[src/rtl/bseq_pkg.sv]
package bseq_pkg;

    // Walk order of the low address bits inside one burst group.
    typedef enum logic {
        ORDER_LINEAR      = 1'b0,
        ORDER_INTERLEAVED = 1'b1
    } order_e;

    // Per-edge action of the sequencer.
    typedef enum logic [1:0] {
        OP_HOLD = 2'd0,
        OP_LOAD = 2'd1,
        OP_STEP = 2'd2
    } op_e;

endpackage

[src/rtl/bseq_decode.sv]
module bseq_decode
    import bseq_pkg::*;
(
    input  logic clk_en,
    input  logic advance,
    output op_e  op
);

    // A frozen clock wins over both load and step requests.
    always_comb begin
        if (!clk_en) begin
            op = OP_HOLD;
        end else if (advance) begin
            op = OP_STEP;
        end else begin
            op = OP_LOAD;
        end
    end

endmodule

[src/rtl/bseq_state.sv]
module bseq_state
    import bseq_pkg::*;
#(
    parameter int ADDR_W = 17,
    parameter int BEAT_W = 2
) (
    input  logic              clk,
    input  logic              rst_n,
    input  op_e               op,
    input  logic [ADDR_W-1:0] load_addr,
    output logic [ADDR_W-1:0] base_q,
    output logic [BEAT_W-1:0] beat_q
);

    localparam logic [BEAT_W-1:0] BEAT_LAST = {BEAT_W{1'b1}};

    typedef struct packed {
        logic [ADDR_W-1:0] base;
        logic [BEAT_W-1:0] beat;
    } state_t;

    state_t st_d, st_q;

    always_comb begin
        st_d = st_q;
        unique case (op)
            OP_LOAD: begin
                st_d.base = load_addr;
                st_d.beat = '0;
            end
            OP_STEP: begin
                st_d.beat = st_q.beat + BEAT_W'(1);
            end
            default: begin
            end
        endcase
    end

    always_ff @(posedge clk or negedge rst_n) begin
        if (!rst_n) begin
            st_q <= '0;
        end else begin
            st_q <= st_d;
        end
    end

    assign base_q = st_q.base;
    assign beat_q = st_q.beat;

    // a load restarts the burst position
    p_beat_restart_r2: assert property (@(posedge clk) disable iff (!rst_n)
        (op == OP_LOAD) |=> (beat_q == '0));

    // the last beat steps back to beat 0
    p_beat_wrap_r6: assert property (@(posedge clk) disable iff (!rst_n)
        (op == OP_STEP && beat_q == BEAT_LAST) |=> (beat_q == '0));

    // a frozen edge keeps the burst position
    p_beat_hold_r7: assert property (@(posedge clk) disable iff (!rst_n)
        (op == OP_HOLD) |=> $stable(beat_q) && $stable(base_q));

endmodule

[src/rtl/bseq_order.sv]
module bseq_order
    import bseq_pkg::*;
#(
    parameter int BEAT_W = 2
) (
    input  logic [BEAT_W-1:0] start_low,
    input  logic [BEAT_W-1:0] beat,
    input  order_e            order,
    output logic [BEAT_W-1:0] low
);

    logic [BEAT_W-1:0] lin_low;
    logic [BEAT_W-1:0] ilv_low;

    // Linear: modulo add, the carry out of the group is dropped.
    assign lin_low = start_low + beat;

    // Interleaved: each bit is flipped by the matching beat bit.
    for (genvar i = 0; i < BEAT_W; i++) begin : g_ilv_bit
        assign ilv_low[i] = start_low[i] ^ beat[i];
    end

    always_comb begin
        low = (order == ORDER_INTERLEAVED) ? ilv_low : lin_low;
    end

endmodule

[src/rtl/burst_addr_seq.sv]
module burst_addr_seq
    import bseq_pkg::*;
#(
    parameter int ADDR_W = 17,
    parameter int BEAT_W = 2
) (
    input  logic              clk,
    input  logic              rst_n,
    input  logic              clk_en,
    input  logic              advance,
    input  logic [ADDR_W-1:0] load_addr,
    input  logic              order_ilv,
    output logic [ADDR_W-1:0] cur_addr
);

    op_e               op;
    logic [ADDR_W-1:0] base_q;
    logic [BEAT_W-1:0] beat_q;
    logic [BEAT_W-1:0] low;

    bseq_decode u_decode (
        .clk_en  (clk_en),
        .advance (advance),
        .op      (op)
    );

    bseq_state #(
        .ADDR_W (ADDR_W),
        .BEAT_W (BEAT_W)
    ) u_state (
        .clk       (clk),
        .rst_n     (rst_n),
        .op        (op),
        .load_addr (load_addr),
        .base_q    (base_q),
        .beat_q    (beat_q)
    );

    bseq_order #(
        .BEAT_W (BEAT_W)
    ) u_order (
        .start_low (base_q[BEAT_W-1:0]),
        .beat      (beat_q),
        .order     (order_e'(order_ilv)),
        .low       (low)
    );

    assign cur_addr = {base_q[ADDR_W-1:BEAT_W], low};

    // the captured start shows up on the next cycle
    p_load_r2: assert property (@(posedge clk) disable iff (!rst_n)
        (clk_en && !advance) |=> (cur_addr == $past(load_addr)));

    // stepping leaves the upper address bits alone
    p_upper_fixed_r3: assert property (@(posedge clk) disable iff (!rst_n)
        (clk_en && advance) |=>
        (cur_addr[ADDR_W-1:BEAT_W] == $past(cur_addr[ADDR_W-1:BEAT_W])));

    // linear order moves the low bits up by one, modulo the group
    p_lin_step_r4: assert property (@(posedge clk) disable iff (!rst_n)
        (clk_en && advance && !order_ilv) |=>
        (!$stable(order_ilv) ||
         cur_addr[BEAT_W-1:0] == $past(cur_addr[BEAT_W-1:0]) + BEAT_W'(1)));

    // interleaved order flips bit 0 on every step
    p_ilv_lsb_r5: assert property (@(posedge clk) disable iff (!rst_n)
        (clk_en && advance && order_ilv) |=>
        (!$stable(order_ilv) || cur_addr[0] != $past(cur_addr[0])));

    // a frozen edge keeps the address
    p_hold_r7: assert property (@(posedge clk) disable iff (!rst_n)
        (!clk_en) |=> (!$stable(order_ilv) || $stable(cur_addr)));

endmodule

[config.mk]
export PLATFORM = sky130hd
export DESIGN_NAME = burst_addr_seq
export DESIGN_NICKNAME = d
export VERILOG_FILES = /design/src/rtl/bseq_pkg.sv /design/src/rtl/bseq_decode.sv /design/src/rtl/bseq_state.sv /design/src/rtl/bseq_order.sv /design/src/rtl/burst_addr_seq.sv
export SDC_FILE = /design/constraint.sdc
export NUM_CORES = 1
export LEC_CHECK = 0
export ABC_AREA = 1
export BUFFER_PORTS_ARGS = -buffer_cell sky130_fd_sc_hd__buf_2
export CELL_PAD_IN_SITES_DETAIL_PLACEMENT = 0
export CELL_PAD_IN_SITES_GLOBAL_PLACEMENT = 1
export CORE_ASPECT_RATIO = 1.75
export CORE_MARGIN = 1.5
export CORE_UTILIZATION = 29
export CTS_CLUSTER_SIZE = 12
export DETAILED_ROUTE_END_ITERATION = 8
export PLACE_DENSITY_LB_ADDON = 0.25
export SYNTH_ARGS = -nofsm -noshare
export SYNTH_HDL_FRONTEND = slang
export SYNTH_SLANG_ARGS = --single-unit
[constraint.sdc]
create_clock -name clk -period 1 [get_ports clk]
set_input_delay 0.2 -clock clk [delete_from_list [all_inputs] [get_ports clk]]
set_output_delay 0.2 -clock clk [all_outputs]
set_load 0.02 [all_outputs]
==> results.cfg, run 1 <==
[clocking]
cts_tree = done
clock-root-buffer = clkbuf_8
clkLatencyLatePin_ps = 250
clkTransAtPathRegs_ps = 70
clock-sinks = 19
htreeDepth = 1
cts_made_buffers = 3
clockBufferDepth = 2

[synth]
synth_top_area_cell = dfrtp_1
syn_inst = 110
synthTopCellsByCount = 56 x nand2_1, 19 x dfrtp_1, 15 x buf_4, 6 x inv_1, 3 x nand3_1
yosysMostFrequentCell = nand2_1
synth_compound_area_share_pct = 2.20
synth_edf_count = 0
syn_area_um2 = 910
synth-main-ff-cell = dfrtp_1
synthArstFlopShare_pct = 100
synth_mux_area_share_pct = 0
syn_avg_cell_area_um2 = 8.27
seq_area_frac_synth_pct = 52.3
yosys.area_share.adder_pct = 1.38
synth_simple_gate_area_share_pct = 26.8
synth.area.top_cells = dfrtp_1 52%, nand2_1 23%, buf_4 12%
ys_types = 13
synth_top_family_by_area = simple AND/OR/NAND/NOR gates
syn_nets = 133
synth-seq-cells = 19
yosysTopAreaCellShare_pct = 52.3
ys.warnings.count = 0
synth_xor_xnor_area_share_pct = 0

[placement]
io_buffers = 38
dp_hpwl_um = 1370
routabilityCongestion = 0.657
dp_slack_ps = -149

[cells_and_area]
drive_gt1_share_pct = 40.3
fillers = 293
finish.utilization_pct = 43.8
register_area_um2 = 475
multiInputGateArea_um2 = 289
fin_nets = 173
antenna_cells = 0
area_growth_syn_to_layout_pct = 42.5

[timing]
rsz0062_at_grt = yes
timing.final.max_slew_violations = 0
fmax_mhz = 711
clock_skew_ps = 0.0798
min_period_over_period_pct = 141
slew_headroom_pct = 72.3
min_period_ps = 1410
tightestPinTransition_ps = 416
final_hold_viol_count = 0
tns_ps = -660
setup_viol = 3
fin_ws_ps = -407

[grt]
antenna_found_initial = 0
grt_util_all_layers_pct = 12.2
grt_pass1_wl_um = 3160
grt_pass1_vias = 752
grt_max_degree = 20
grt_overflow = 0

[worst_setup_path]
cp-start-kind = flop
path_common_cell = nand2_1
rr_endpoint = u_state.beat_q[0]
r2r_start = u_state.beat_q[0]
worstPathCellList = ha_4 -> nand2_1 -> nand3_1 -> nand2_1 -> inv_2 -> buf_6
crit_type = reg -> out
rrSetupSlack_ps = 120
reg2regPathDepth = 3
cp_max_fo = 2
cp.arrival_ps = 1210
cpMaxStageDelayCell = dfrtp_1
slowest_delay_ps = 410
critPathTopFamily = flip-flops
critPathRequiredTime_ps = 800
critPathBufInv = 2
cp-end-kind = primary output

[detailed_routing]
antenna_left = 0
wl_per_cell_um = 9.99
drtPass1Iterations = 2
drtIter0Drc = 11
vias = 772
drt-total-wl_um = 1910
vias_per_cell = 4.04
drcViolationCount = 0

[min_path]
min_path_cells = 3
hold_class = in -> reg
min_from = load_addr[12]
holdPathEnd = u_state.base_q[12]

[pwr]
finalPower_w = 0.00216
power_leakage_nw = 0.731
p_per_area_nw_per_um2 = 1670
irDropWorstVdd_mv = 0.862

[floorplanning]
die-height_um = 77.1
core-area_um2 = 2960
initial_core_util_pct = 30.7
rows = 26
dieArea_um2 = 3490
ioPinCount = 39
die_x_um = 45.3

[outcome]
status = finished with violations
violations = negative setup slack

[job]
drv_cap = 0
what timing repair did:
action | 4_1_cts | 5_1_grt
endpoints found under the hold margin | 19 | 0
resized for setup | 29 | 7
setup buffers | 2 | 5
setup endpoints to repair | 14 | 17
pin swaps | 2 | 2
hold buffers | 1 | 0
kinds of logic after synthesis:
kind of cell,after synthesis
simple gates,62
buf+inv,24
flops,19
compound gates,4
fa+ha+maj,1
tightest hold or removal path: stages:
cell     delay (ps)
buf_2            70
nand2_1          40
nand2_1          50
routing by layer:
layer	part of all wire [%]	up-vias	track usage (%)
li1	-	393	-
met1	42	351	14.1
met2	52	24	20.4
met3	4.0	4	1.65
met4	1.8	0	7.06
met5	0	-	0
report_power, final:
group	internal, W	switching, W	leakage, nW
Sequential	0.000868	0.0000791	0.235
Combinational	0.000362	0.000324	0.471
Clock	0.000277	0.000250	0.0255
Total	0.00151	0.000653	0.731
cell usage in the layout (no fill, tap or decap), drive strengths merged:
cell	n
inv	7
a21oi	2
nor2	2
o21ai	2
ha	1
clkinv	1
nand2	57
buf	51
dlygate4sd3	1
nand3	3
clkbuf	3
dfrtp	19
through the flow:
| step | instances | cell area (µm²) | hold slack [ps] |
|---|---|---|---|
| after floorplan | 110 | 912 | -95.6 |
| final | 191 | 1300 | 135 |
| after CTS | 186 | 1240 | 132 |
| after global routing | 191 | 1300 | 137 |
| after detailed placement | 179 | 1070 | 170 |
| after global placement | 179 | 1070 | 164 |
flip-flops by register name (all words and copies together), names as in the netlist:
signal,cells
u_state.base_q,17
u_state.beat_q,2
cell type report:
type / instances / share of cell area (%)
clock buffers: 3 / 3.19
multi-input cells: 67 / 22.3
inverters: 7 / 2.22
clock inverters: 1 / 0.386
well taps: 42 / 4.05
flip-flops and latches: 19 / 36.7
repair buffers: 52 / 31.2
worst max path at each step:
stage	start	end	slack [ps]	cells after the start
detailed placement	u_state.base_q[0]	cur_addr[1]	-150	6
CTS	u_state.beat_q[0]	cur_addr[1]	-420	7
global route	u_state.base_q[0]	cur_addr[1]	-490	7
floorplan	u_state.beat_q[0]	cur_addr[1]	-40	6
global placement	u_state.base_q[0]	cur_addr[1]	-110	6
finish	u_state.base_q[0]	cur_addr[1]	-410	6
(Power assumes the default switching activity.)
==> run 2: changes to the inputs <==
--- a/config.mk
+++ b/config.mk
@@ -5,13 +5,12 @@
 export SDC_FILE = /design/constraint.sdc
 export NUM_CORES = 1
 export LEC_CHECK = 0
-export ABC_AREA = 1
 export BUFFER_PORTS_ARGS = -buffer_cell sky130_fd_sc_hd__buf_2
 export CELL_PAD_IN_SITES_DETAIL_PLACEMENT = 0
 export CELL_PAD_IN_SITES_GLOBAL_PLACEMENT = 1
 export CORE_ASPECT_RATIO = 1.75
 export CORE_MARGIN = 1.5
-export CORE_UTILIZATION = 29
+export CORE_UTILIZATION = 35
 export CTS_CLUSTER_SIZE = 12
 export DETAILED_ROUTE_END_ITERATION = 8
 export PLACE_DENSITY_LB_ADDON = 0.25
==> constraint.sdc (replaced) <==
create_clock -name clk -period 1.76 [get_ports clk]
set_input_delay 0.352 -clock clk [delete_from_list [all_inputs] [get_ports clk]]
set_output_delay 0.352 -clock clk [all_outputs]
set_load 0.02 [all_outputs]
==> run 2 against run 1 <==
  * The flow now finishes without violations
  * Largest cell class unchanged
  * Register-to-register slack improved by 850 ps
  * Non-clock buffer count fell by 14
  * Critical path type unchanged
  * Synthesized cell count down 43%
  * Clock-buffer cell count is 1 higher
  * Critical endpoint unchanged
  * Largest power group unchanged
  * Utilization decreased by 1.4 points
  * Sequential cell count did not move
==> results.cfg, run 2 <==
[cells_and_area]
multiInputGateArea_um2 = 310
area_growth_syn_to_layout_pct = 14.7
mostFrequentLayoutCells = 38 x buf_2, 19 x dfrtp_1, 10 x mux2_4
fin_nets = 113
layout_commonest_cell = buf_2
register_area_um2 = 475
antenna_cells = 0
largest_reg_flops = 17
drive_gt1_share_pct = 66.3
fillers = 240

[clocking]
htreeDepth = 1
clkTransAtPathRegs_ps = 70
clkLatencyLatePin_ps = 240
cts_tree = done
hold_buffers = 0
clock-sinks = 19
cts_made_buffers = 3
cts_setup_buffers = 0
clockBufferDepth = 2
clock-root-buffer = clkbuf_8
cts_resized = 0

[timing]
tns_ps = 0
fmax_mhz = 617
tightestPinTransition_ps = 425
rsz0062_at_grt = no
holdWs_ps = 29.8
slew_headroom_pct = 71.6
min_period_over_period_pct = 92.0
final_hold_viol_count = 0
clock_skew_ps = 0.107
timing.final.max_slew_violations = 0
min_period_ps = 1620
setup_viol = 0

[pwr]
irDropWorstVdd_mv = 0.476
power_leakage_nw = 0.555
p_per_area_nw_per_um2 = 1060

[placement]
io_buffers = 38
routabilityCongestion = 0.694
dp_hpwl_um = 1040

[worst_setup_path]
rrSetupSlack_ps = 970
worstPathCellList = ha_1 -> nor2b_1 -> xnor2_1 -> buf_2
reg2regPathDepth = 2
crit_start = u_state.beat_q[0]
cp.arrival_ps = 1270
crit_type = reg -> out
cp-end-kind = primary output
rr_endpoint = u_state.beat_q[1]
cp_max_fo = 4
crit_end = cur_addr[1]
slowest_delay_ps = 420
r2r_start = u_state.beat_q[0]
cp-start-kind = flop
critPathRequiredTime_ps = 1410
cpMaxStageDelayCell = dfrtp_1

[grt]
antenna_found_initial = 0
grt_pass1_wl_um = 2380
grt_max_degree = 20
grt_pass1_vias = 545
grt_util_all_layers_pct = 10.6
grt_overflow = 0

[detailed_routing]
antenna_left = 0
dr_wl_met3_um = 85
drt-total-wl_um = 1400
dr_wl_met2_um = 698
vias = 528
wl_per_cell_um = 12.2
vias_per_cell = 4.59
wl_met1_um = 594
drtIter0Drc = 10
topRoutingLayerUsed = met4
drtPass1Iterations = 3
drcViolationCount = 0

[synth]
synthArstFlopShare_pct = 100
synth_edf_count = 0
ys_types = 15
seq_area_frac_synth_pct = 51.6
ys.warnings.count = 0
yosysMostFrequentCell = dfrtp_1
synth.area.top_cells = dfrtp_1 52%, mux2_4 16%, buf_4 12%
syn_area_um2 = 922
syn_nets = 86
syn_avg_cell_area_um2 = 14.6
synth_top_area_cell = dfrtp_1
syn_inst = 63
synth-seq-cells = 19
yosysTopAreaCellShare_pct = 51.6
synth-main-ff-cell = dfrtp_1
synthTopCellsByCount = 19 x dfrtp_1, 15 x buf_4, 10 x mux2_4, 7 x mux2_2, 2 x xnor2_1

[job]
drv_cap = 0

[outcome]
status = completed

[min_path]
hold_class = in -> async

[floorplanning]
rows = 24
die_x_um = 41.8
core-area_um2 = 2490
dieArea_um2 = 2960
initial_core_util_pct = 37.0
die-height_um = 70.9
ioPinCount = 39
-- run 2: cell count changes after synthesis, sizes merged, moves of 3 or more --
cell and delta:
nand2 -55, nand3 -3, mux2 +17, inv -6
-- run 2: worst min path at each step --
| stage | endpoint |
|---|---|
| floorplan | u_state.base_q[0] |
| global placement | u_state.base_q[16] |
| detailed placement | u_state.base_q[16] |
| CTS | u_state.base_q[16] |
| global route | u_state.base_q[16] |
| finish | u_state.base_q[16] |
-- run 2: kinds of logic (layout without fill, tap and decap cells) --
logic type	Yosys count	count (layout)	synth area share [%]
flops	19	19	51.6
simple gates	4	4	2.99
mux	18	18	25.9
xor+xnor	2	2	1.90
compound gates	2	2	1.49
fa+ha+maj	1	1	1.36
buf+inv	17	43	14.8
-- run 2: where the power goes --
group / leakage [nW] / internal (W) / switching [W]
registers: 0.225 / 0.000500 / 0.0000343
logic: 0.307 / 0.000144 / 0.000153
clock network: 0.0228 / 0.000160 / 0.000132
-- run 2: layer usage --
| layer | vias to the layer above | global-route usage [%] |
|---|---|---|
| met4 | 0 | 7.53 |
| met1 | 260 | 11.8 |
| li1 | 247 | - |
| met3 | 2 | 1.79 |
| met5 | - | 0 |
| met2 | 19 | 17.9 |
-- run 2: cell type report --
cell class	instances	share of cell area, %
tap	26	3.08
clock buffer	4	4.26
sequential	19	45.0
timing repair buffer	38	18.0
inverter	1	0.355
multi-input combinational	27	29.3
-- run 2: critical path, delay by kind of cell (launching register included) --
| family | cells | cell delay, ps |
|---|---|---|
| flip-flops | 1 | 420 |
| buffers and inverters | 1 | 180 |
| AND/OR/NAND/NOR | 1 | 130 |
| adder cells (fa/ha/maj) | 1 | 180 |
| XOR/XNOR | 1 | 120 |
-- run 2: metrics by stage --
step / worst slack (ps) / util (%) / std cells / total power, W / area (µm²)
floorplan: 339 / - / 63 / 0.000814 / 922
global placement: 413 / 40.6 / 111 / 0.000839 / 1010
detailed placement: 403 / 40.6 / 111 / 0.000844 / 1010
CTS: 122 / 42.4 / 115 / 0.00115 / 1060
global route: 60.6 / 42.4 / 115 / 0.00119 / 1060
finish: 140 / 42.4 / 115 / 0.00112 / 1060
